`config.mk`:
```
export PLATFORM = sky130hd
export DESIGN_NAME = nand_bus_ctrl
export DESIGN_NICKNAME = d
export VERILOG_FILES = /design/src/rtl/nfc_pkg.sv /design/src/rtl/nfc_sync.sv /design/src/rtl/nfc_ce_decode.sv /design/src/rtl/nfc_strobe_engine.sv /design/src/rtl/nand_bus_ctrl.sv
export SDC_FILE = /design/constraint.sdc
export NUM_CORES = 1
export LEC_CHECK = 0
export BUFFER_PORTS_ARGS = -buffer_cell sky130_fd_sc_hd__buf_4
export CAP_MARGIN = 25
export CORE_MARGIN = 8
export CORE_UTILIZATION = 53
export DETAILED_ROUTE_END_ITERATION = 8
export PLACE_DENSITY = 0.87
export SLEW_MARGIN = 20
export SYNTH_ARGS = -nofsm -noshare
export SYNTH_HDL_FRONTEND = slang
export SYNTH_SLANG_ARGS = --single-unit
```
`constraint.sdc`:
```
create_clock -name clk -period 6.05 [get_ports clk]
set_input_delay 0.605 -clock clk [delete_from_list [all_inputs] [get_ports clk]]
set_output_delay 0.605 -clock clk [all_outputs]
set_load 0.01 [all_outputs]
```
`src/rtl/nfc_pkg.sv`:
```
package nfc_pkg;

    // Register offsets; positions the software map depends on.
    localparam int OFF_DATA = 'h00;
    localparam int OFF_MODE = 'h04;
    localparam int OFF_STAT = 'h08;
    localparam int OFF_TIME = 'h14;
    localparam int OFF_RST  = 'h18;

    // Bit positions inside the mode byte.
    localparam int MB_CLE = 0;
    localparam int MB_ALE = 1;
    localparam int MB_SEL = 2;
    localparam int MB_CE  = 4;
    localparam int MB_OE  = 7;

    // Bit positions inside the status byte.
    localparam int SB_CTL_BUSY   = 6;
    localparam int SB_FLASH_BUSY = 7;

    typedef enum logic [1:0] {
        PH_IDLE   = 2'd0,
        PH_STROBE = 2'd1,
        PH_HOLD   = 2'd2,
        PH_DONE   = 2'd3
    } phase_e;

endpackage

```
`src/rtl/nfc_sync.sv`:
```
module nfc_sync #(
    parameter int   STAGES  = 2,
    parameter logic RST_VAL = 1'b1
) (
    input  logic clk,
    input  logic rst_n,
    input  logic d,
    output logic q
);

    logic [STAGES-1:0] sh_d, sh_q;

    always_comb begin
        sh_d = (sh_q << 1) | STAGES'(d);
    end

    always_ff @(posedge clk or negedge rst_n) begin
        if (!rst_n) sh_q <= {STAGES{RST_VAL}};
        else        sh_q <= sh_d;
    end

    assign q = sh_q[STAGES-1];

endmodule

```
`src/rtl/nfc_ce_decode.sv`:
```
module nfc_ce_decode #(
    parameter int N_CE  = 4,
    parameter int SEL_W = 2
) (
    input  logic             ce,
    input  logic [SEL_W-1:0] sel,
    output logic [N_CE-1:0]  ce_n
);

    for (genvar i = 0; i < N_CE; i++) begin : g_line
        assign ce_n[i] = !(ce && (sel == SEL_W'(i)));
    end

endmodule

```
`src/rtl/nfc_strobe_engine.sv`:
```
module nfc_strobe_engine
    import nfc_pkg::*;
#(
    parameter int CNT_W = 4,
    parameter int BUS_W = 8
) (
    input  logic             clk,
    input  logic             rst_n,
    input  logic             clear,
    input  logic             start_wr,
    input  logic             start_rd,
    input  logic [CNT_W-1:0] spw,
    input  logic [CNT_W-1:0] hold,
    input  logic [BUS_W-1:0] io_in,
    output logic             idle,
    output logic             done,
    output logic             wr_strobe,
    output logic             rd_strobe,
    output logic [BUS_W-1:0] rd_byte
);

    typedef struct packed {
        phase_e           ph;
        logic [CNT_W-1:0] cnt;
        logic             rd;
        logic [BUS_W-1:0] rbyte;
    } eng_t;

    eng_t q, d;

    always_comb begin
        d = q;
        case (q.ph)
            PH_IDLE: begin
                if (start_wr || start_rd) begin
                    d.ph  = PH_STROBE;
                    d.cnt = spw;
                    d.rd  = start_rd;
                end
            end
            PH_STROBE: begin
                if (q.cnt == '0) begin
                    if (q.rd) d.rbyte = io_in;
                    if (hold == '0) begin
                        d.ph = q.rd ? PH_DONE : PH_IDLE;
                    end else begin
                        d.ph  = PH_HOLD;
                        d.cnt = hold - CNT_W'(1);
                    end
                end else begin
                    d.cnt = q.cnt - CNT_W'(1);
                end
            end
            PH_HOLD: begin
                if (q.cnt == '0) d.ph = q.rd ? PH_DONE : PH_IDLE;
                else             d.cnt = q.cnt - CNT_W'(1);
            end
            default: d.ph = PH_IDLE;
        endcase
        if (clear) begin
            d.ph    = PH_IDLE;
            d.cnt   = '0;
            d.rd    = 1'b0;
            d.rbyte = '0;
        end
    end

    always_ff @(posedge clk or negedge rst_n) begin
        if (!rst_n) q <= '{ph: PH_IDLE, cnt: '0, rd: 1'b0, rbyte: '0};
        else        q <= d;
    end

    assign idle      = (q.ph == PH_IDLE);
    assign done      = (q.ph == PH_DONE);
    assign wr_strobe = (q.ph == PH_STROBE) && !q.rd;
    assign rd_strobe = (q.ph == PH_STROBE) &&  q.rd;
    assign rd_byte   = q.rbyte;

endmodule

```
`src/rtl/nand_bus_ctrl.sv`:
```
module nand_bus_ctrl
    import nfc_pkg::*;
#(
    parameter int ADDR_W      = 5,
    parameter int DATA_W      = 32,
    parameter int BUS_W       = 8,
    parameter int N_CE        = 4,   // 2..4: select field is bits 3:2
    parameter int CNT_W       = 4,   // up to 4: fields share one byte
    parameter int RST_CYCLES  = 4,   // at least 1
    parameter int SYNC_STAGES = 2
) (
    input  logic              clk,
    input  logic              rst_n,
    input  logic              req,
    input  logic              we,
    input  logic [ADDR_W-1:0] addr,
    input  logic [DATA_W-1:0] wdata,
    output logic [DATA_W-1:0] rdata,
    output logic              ready,
    output logic [N_CE-1:0]   ce_n,
    output logic              cle,
    output logic              ale,
    output logic              we_n,
    output logic              re_n,
    output logic [BUS_W-1:0]  io_out,
    output logic              io_oe,
    input  logic [BUS_W-1:0]  io_in,
    input  logic              rb_n
);

    localparam int SEL_W = (N_CE > 1) ? $clog2(N_CE) : 1;
    localparam int RST_W = $clog2(RST_CYCLES + 1);

    localparam logic [ADDR_W-1:0] A_DATA = ADDR_W'(OFF_DATA);
    localparam logic [ADDR_W-1:0] A_MODE = ADDR_W'(OFF_MODE);
    localparam logic [ADDR_W-1:0] A_STAT = ADDR_W'(OFF_STAT);
    localparam logic [ADDR_W-1:0] A_TIME = ADDR_W'(OFF_TIME);
    localparam logic [ADDR_W-1:0] A_RST  = ADDR_W'(OFF_RST);

    typedef struct packed {
        logic             oe;
        logic             ce;
        logic [SEL_W-1:0] sel;
        logic             ale;
        logic             cle;
        logic [CNT_W-1:0] hold;
        logic [CNT_W-1:0] spw;
        logic [BUS_W-1:0] dat;
        logic [RST_W-1:0] srst;
    } regs_t;

    regs_t q, n;

    logic             is_data, srst_busy, trig, wr_acc;
    logic             start_wr, start_rd, eng_clear;
    logic             eng_idle, eng_done, wr_strobe, rd_strobe;
    logic [BUS_W-1:0] eng_rbyte;
    logic             rb_sync_n;
    logic [7:0]       rd8;
    logic             wdata_unused;

    assign wdata_unused = ^wdata[DATA_W-1:8];

    // ---------------- handshake ----------------
    always_comb begin
        is_data   = (addr == A_DATA);
        srst_busy = (q.srst != '0);
        start_wr  = req && is_data &&  we && eng_idle && !srst_busy;
        start_rd  = req && is_data && !we && eng_idle && !srst_busy;
        ready     = req && (!is_data || start_wr || eng_done);
        wr_acc    = req && we && ready;
        trig      = wr_acc && (addr == A_RST) && wdata[0] && !srst_busy;
        eng_clear = srst_busy || trig;
    end

    // ---------------- register next state ----------------
    always_comb begin
        n = q;
        if (srst_busy) begin
            n      = '0;
            n.srst = q.srst - RST_W'(1);
        end else if (trig) begin
            n      = '0;
            n.srst = RST_W'(RST_CYCLES);
        end else begin
            if (wr_acc && addr == A_MODE) begin
                n.oe  = wdata[MB_OE];
                n.ce  = wdata[MB_CE];
                n.sel = wdata[MB_SEL +: SEL_W];
                n.ale = wdata[MB_ALE];
                n.cle = wdata[MB_CLE];
            end
            if (wr_acc && addr == A_TIME) begin
                n.hold = wdata[4 +: CNT_W];
                n.spw  = wdata[0 +: CNT_W];
            end
            if (start_wr) n.dat = wdata[BUS_W-1:0];
        end
    end

    always_ff @(posedge clk or negedge rst_n) begin
        if (!rst_n) q <= '0;
        else        q <= n;
    end

    // ---------------- read mux ----------------
    always_comb begin
        rd8 = '0;
        case (addr)
            A_DATA: rd8 = 8'(eng_rbyte);
            A_MODE: begin
                rd8[MB_OE]             = q.oe;
                rd8[MB_CE]             = q.ce;
                rd8[MB_SEL +: SEL_W]   = q.sel;
                rd8[MB_ALE]            = q.ale;
                rd8[MB_CLE]            = q.cle;
            end
            A_STAT: begin
                rd8[SB_FLASH_BUSY] = !rb_sync_n;
                rd8[SB_CTL_BUSY]   = !eng_idle || srst_busy;
            end
            A_TIME: begin
                rd8[4 +: CNT_W] = q.hold;
                rd8[0 +: CNT_W] = q.spw;
            end
            A_RST:   rd8[0] = srst_busy;
            default: rd8 = '0;
        endcase
        rdata = DATA_W'(rd8);
    end

    // ---------------- sub-blocks ----------------
    nfc_strobe_engine #(.CNT_W(CNT_W), .BUS_W(BUS_W)) i_engine (
        .clk       (clk),
        .rst_n     (rst_n),
        .clear     (eng_clear),
        .start_wr  (start_wr),
        .start_rd  (start_rd),
        .spw       (q.spw),
        .hold      (q.hold),
        .io_in     (io_in),
        .idle      (eng_idle),
        .done      (eng_done),
        .wr_strobe (wr_strobe),
        .rd_strobe (rd_strobe),
        .rd_byte   (eng_rbyte)
    );

    nfc_sync #(.STAGES(SYNC_STAGES), .RST_VAL(1'b1)) i_rb_sync (
        .clk   (clk),
        .rst_n (rst_n),
        .d     (rb_n),
        .q     (rb_sync_n)
    );

    nfc_ce_decode #(.N_CE(N_CE), .SEL_W(SEL_W)) i_ce (
        .ce   (q.ce),
        .sel  (q.sel),
        .ce_n (ce_n)
    );

    assign cle    = q.cle;
    assign ale    = q.ale;
    assign io_oe  = q.oe;
    assign io_out = q.dat;
    assign we_n   = !wr_strobe;
    assign re_n   = !rd_strobe;

endmodule

```
# [Word level (Yosys, flattened, before mapping)]
# Cells that the tools add are included.
[word_totals] wordCells=117 input_bits=50 regBits=42 output_inout_bits=50
[op_classes] n_addsub=3 muxes=26 n_bitwise=1 n_reduce_logical=58 n_eq_ne=15
[ops] operator="8-bit 2-to-1 mux" n=5
[ops] operator="25-bit 2-to-1 mux" n=1
[ops] operator="4-bit case mux with 3 select lines" n=2
[ops] operator="22-bit 2-to-1 mux" n=1
[ops] operator="1-bit logical AND" n=21
[ops] operator="15-bit 2-to-1 mux" n=1
[ops] operator="1-bit zero test" n=12
[ops] operator="4-bit 2-to-1 mux" n=3
[ops] operator="2-bit nonzero test" n=6
[ops] operator="3-bit nonzero test" n=4
[ops] operator="5-bit equality test (second input constant)" n=2
[ops] operator="3-bit by 2-bit inequality test with 1-bit output (second input constant)" n=3
[ops] operator="2-bit equality test (second input constant)" n=4
[ops] operator="4-bit zero test" n=2
[ops] operator="2-bit 2-to-1 mux" n=4
[ops] operator="1-bit case mux with 4 select lines" n=2
[ops] operator="4-bit by 1-bit subtractor with 4-bit output (second input constant)" n=2
[ops] operator="7-bit 2-to-1 mux" n=1
[ops] operator="6-bit 2-to-1 mux" n=1
[ops] operator="2-bit case mux with 3 select lines" n=1
[ops] operator="3-bit AND reduction" n=2
[ops] operator="5-bit by 3-bit equality test with 1-bit output (second input constant)" n=1
[ops] operator="5-bit by 4-bit equality test with 1-bit output (second input constant)" n=1
[ops] operator="5-bit zero test" n=1
[ops] operator="other kinds (14)" n=20

# [Depth between registers and ports, before layout]
[logic_depth] word_depth=15 ltp_mapped=7 depth_no_buf=6

# [Hierarchy]
# From an unflattened synthesis, not the netlist that was laid out.
[unflattened] hier_cells=302 area_unflattened_um2=2889.0
[by_module_without_submodules] module="nand_bus_ctrl" area_per_inst_um2=1712.9 cells_per_inst=185 instances=1 seq_area_each_um2=625.6
[by_module_without_submodules] module="nfc_strobe_engine" area_per_inst_um2=1094.8 cells_per_inst=111 instances=1 seq_area_each_um2=375.4
[by_module_without_submodules] module="nfc_sync" area_per_inst_um2=52.6 cells_per_inst=2 instances=1 seq_area_each_um2=52.6
[by_module_without_submodules] module="nfc_ce_decode" area_per_inst_um2=28.8 cells_per_inst=4 instances=1 seq_area_each_um2=0.0

# [Worst setup path after synthesis]
# No wires, ideal clock.
[synth_path] path_kind="input-to-output" start="in addr[4]" end="out rdata[0]" t_required_ns=5.445 arrival_time_ns=1.708 slack_ns=3.737 path_buffers=0 path_stages=4 cell_sequence="or4_1 -> nor2_1 -> a22oi_1 -> o21ai_0"
[synth_via] elab_chain_cells=2 elab_cells_between_ends=5 classes_between="eq/ne: 3; mux: 1; reduce/logical: 1"
[synth_rtl] item="start: declaration" line_no="nand_bus_ctrl.sv:16" source="input logic [ADDR_W-1:0] addr,"
[synth_rtl] item="5-bit equality test, or another cell as far along" line_no="nand_bus_ctrl.sv:109" source="case (addr)"
[synth_rtl] item="1-bit case mux with 4 select lines (*)" line_no="nand_bus_ctrl.sv:109"
[synth_rtl] item="end: declaration" line_no="nand_bus_ctrl.sv:18" source="output logic [DATA_W-1:0] rdata,"
# Every way passes the cells marked *; elsewhere a longest branch is shown, timed or not.

# [Final worst setup path]
# Ends and elaborated chain as after synthesis.

==> summary.txt <==
clock latency on the worst-skew pair = 290 ps
Layout Skew = 4.499 ps
DRT antenna net count = 0
final setup TNS = 0 ps
global route total overflow = 0
Slew HR = 56.01%
Cell Int Power = 656.3 uW
dpl ws = 3247 ps
clk sink count = 42
Post-CTS Setup Repair Bufs = 0
Max VDD drop = 199.5 uV
Reg power frac = 38.3%
Worst path top cell family by delay = simple AND/OR/NAND/NOR gates
I/O Buffers = 51
clock network fraction of total power = 21.5%
sequential-to-total area share from yosys stat = 39.53%
outcome = finished clean
NumNets Final = 367
CTS tree = built
CP endpoint kind = output pin
Pleak = 1.504 nW
Syn Inst Count = 270
hold crit path type = in2async
largest net degree at the start of global routing = 43
post-synth cell types = 53
final critical-path required period = 2812 ps
post-CTS sizing = 0
Sw Pwr = 380.2 uW
number of flops mapped to enable cells by yosys = 0
Max Buffers Root-to-Sink = 2
#FFs+latches synth = 42
chip height = 86.91 um
Power Density = 342.2 nW/um^2
FP Rows = 26
RD Place Congestion = 0.9067
most frequent cells in the layout = buf_4 (53), dfrtp_1 (40), mux2i_1 (38), nor2_1 (34), conb_1 (24)
Area Growth Syn to Fin = 13.66%
Synth Flop Type = dfrtp_1
hold_buf cts = 0
multi-input gate area in the final layout = 1335 um^2
Critical Path Slowest Stage Cell = or4_1
IO Pins = 100
CP Cell Sequence = buf_4 -> or4_1 -> nor2_1 -> a22oi_1 -> o21ai_0 -> buf_4
vias per inst = 5.455
dpl cell area = 2919 um^2
critical path arrival = 2210 ps
Peak Freq = 0.3556 GHz
number of remaining DRC errors = 0
period utilisation layout = 46.49%
Core Area = 4977 um^2
kind of critical path = in2out
fillers = 431
Via Count = 2084
DRT iter0 DRCs = 144
CP Max Fanout = 14
syn avg cell area = 9.871 um^2
worst setup margin = 3238 ps
Sw Ratio = 36.68%
starting density of the core = 53.54%
yosys warns = 0
transition time of the tightest slew-check pin = 653.9 ps
Critical Path RT = 5440 ps
vias in the first global route = 2053
hpwl dp = 4607 um
Post-Synthesis Cell Area = 2665 um^2
RSZ-0062 raised after global routing = false
aggregate global-route resource usage = 16.22%
post-route cell area = 3029 um^2
wirelength, routed = 6160 um
Async SR Flop Fraction = 100.0%
Die ar. = 7553 um^2
initial antenna violation count = 0
Pins Over Slew Limit = 0
ratio of cells with drive above 1 in the final layout = 25.32%
CTS clk-pin slew, worst paths = 80 ps
DR WL/cell = 16.13 um
startpoint types = input port
commonest non-fill, non-tap cell in the layout = buf_4
first-pass GRT wire length = 9901 um
Inserted Diodes = 0
CTS H-tree depth = 2
Max-cap violations = 0
share of total power in combinational logic = 40.2%
clk root buf = clkbuf_8
Crit path top cell by count = buf_4
Die W = 86.91 um
Setup Viol. Count Final = 0
cts bufs inserted = 5
Reg area = 1054 um^2
CP peak stage delay = 590 ps
WP buf/inv = 2
Hold Fails Final Rpt = 0
router iterations before antenna repair = 4
-- registers in the layout, indices dropped and copies added, names as in the netlist --
| signal | count |
|---|---|
| i_engine.rd_byte | 8 |
| io_oe | 1 |
| i_rb_sync.sh_q | 2 |
| q | 14 |
| cle | 1 |
| i_engine.q | 7 |
| io_out | 8 |
| ale | 1 |
-- path summary, 6_finish.rpt --
path	from	endpoint	slack, ps	depth (start not counted)
worst max-delay path	addr[4]	rdata[0]	3240	6
worst min-delay path	rst_n	io_out[2]	280	1
worst max register to register	i_engine.q[14]	io_out[5]	3790	7
worst min register to register	i_rb_sync.sh_q[0]	i_rb_sync.sh_q[1]	360	0
max in group asynchronous	rst_n	i_rb_sync.sh_q[0]	5390	1
min in group clk	i_rb_sync.sh_q[0]	i_rb_sync.sh_q[1]	360	0
-- cell usage after synthesis, drive strengths merged, types with 2 or more instances --
cell type | n | area share (%)
nor2 | 41 | 6.4
dfrtp | 40 | 38
mux2i | 38 | 14
buf | 37 | 11
nand2 | 14 | 2.0
inv | 12 | 1.7
o21ai | 8 | 1.5
ha | 6 | 2.8
clkbuf | 5 | 1.5
nor4 | 5 | 1.2
o22ai | 5 | 1.2
a21oi | 4 | 0.75
a2bb2oi | 3 | 0.99
nand3b | 3 | 0.85
nor3 | 3 | 0.99
o32ai | 3 | 0.99
a221oi | 2 | 0.66
a22oi | 2 | 0.56
a31oi | 2 | 0.47
a32o | 2 | 0.75
dfstp | 2 | 2.0
nand3 | 2 | 0.38
nand4 | 2 | 0.70
nor4bb | 2 | 0.75
o21bai | 2 | 0.56
o31a | 2 | 0.66
or3b | 2 | 0.66
or4b | 2 | 0.89
xor2 | 2 | 0.66
-- cell type report --
| cell class | count | share of cell area (%) |
|---|---|---|
| timing repair buffer | 53 | 13.14 |
| inverter | 12 | 1.487 |
| clock buffer | 6 | 2.396 |
| sequential | 42 | 34.78 |
| multi-input combinational | 197 | 44.07 |
| clock inverter | 2 | 1.239 |
| tap | 70 | 2.891 |
-- kinds of logic (layout without fill, tap and decap cells) --
| kind of cell | count (synthesis) | after routing | share of synthesized area [%] |
|---|---|---|---|
| xor gates and xnor gates | 2 | 2 | 0.6574 |
| AOI/OAI and AO/OA | 41 | 41 | 10.94 |
| adders and majority gates | 6 | 6 | 2.817 |
| muxes | 38 | 38 | 14.27 |
| other | 1 | 24 | 0.1407 |
| DFF | 42 | 42 | 39.53 |
| and+or+nand+nor | 86 | 86 | 17.79 |
| buffers and inverters | 54 | 73 | 13.85 |
-- layer usage --
layer / vias up / global-route usage, % / share of wire [%]
met3: 14 / 4.528 / 7.1
met4: 0 / 6.416 / 2.3
met1: 1008 / 19.15 / 41
met2: 83 / 27.13 / 50
met5: - / 0 / 0
li1: 979 / - / -
-- metrics by stage --
| stage | utilization [%] | hold slack (ps) | total power, mW | instances |
|---|---|---|---|---|
| 2_1_floorplan | - | 309.4 | 0.7099 | 293 |
| 3_3_place_gp | 58.65 | 345.7 | 0.7938 | 374 |
| 3_5_place_dp | 58.65 | 348.8 | 0.8122 | 374 |
| 4_1_cts | 60.86 | 301.3 | 1.036 | 382 |
| 5_1_grt | 60.86 | 329.2 | 1.095 | 382 |
| 6_report | 60.86 | 284.0 | 1.036 | 382 |
-- power groups by stage --
stage / Sequential [mW] / Clock, mW / Combinational (mW)
2_1_floorplan: 0.387 / 0 / 0.323
5_1_grt: 0.406 / 0.234 / 0.455
3_3_place_gp: 0.398 / 0 / 0.396
6_report: 0.397 / 0.223 / 0.417
3_5_place_dp: 0.402 / 0 / 0.411
4_1_cts: 0.397 / 0.225 / 0.414
Note: power is estimated with default switching activity, not from simulation.
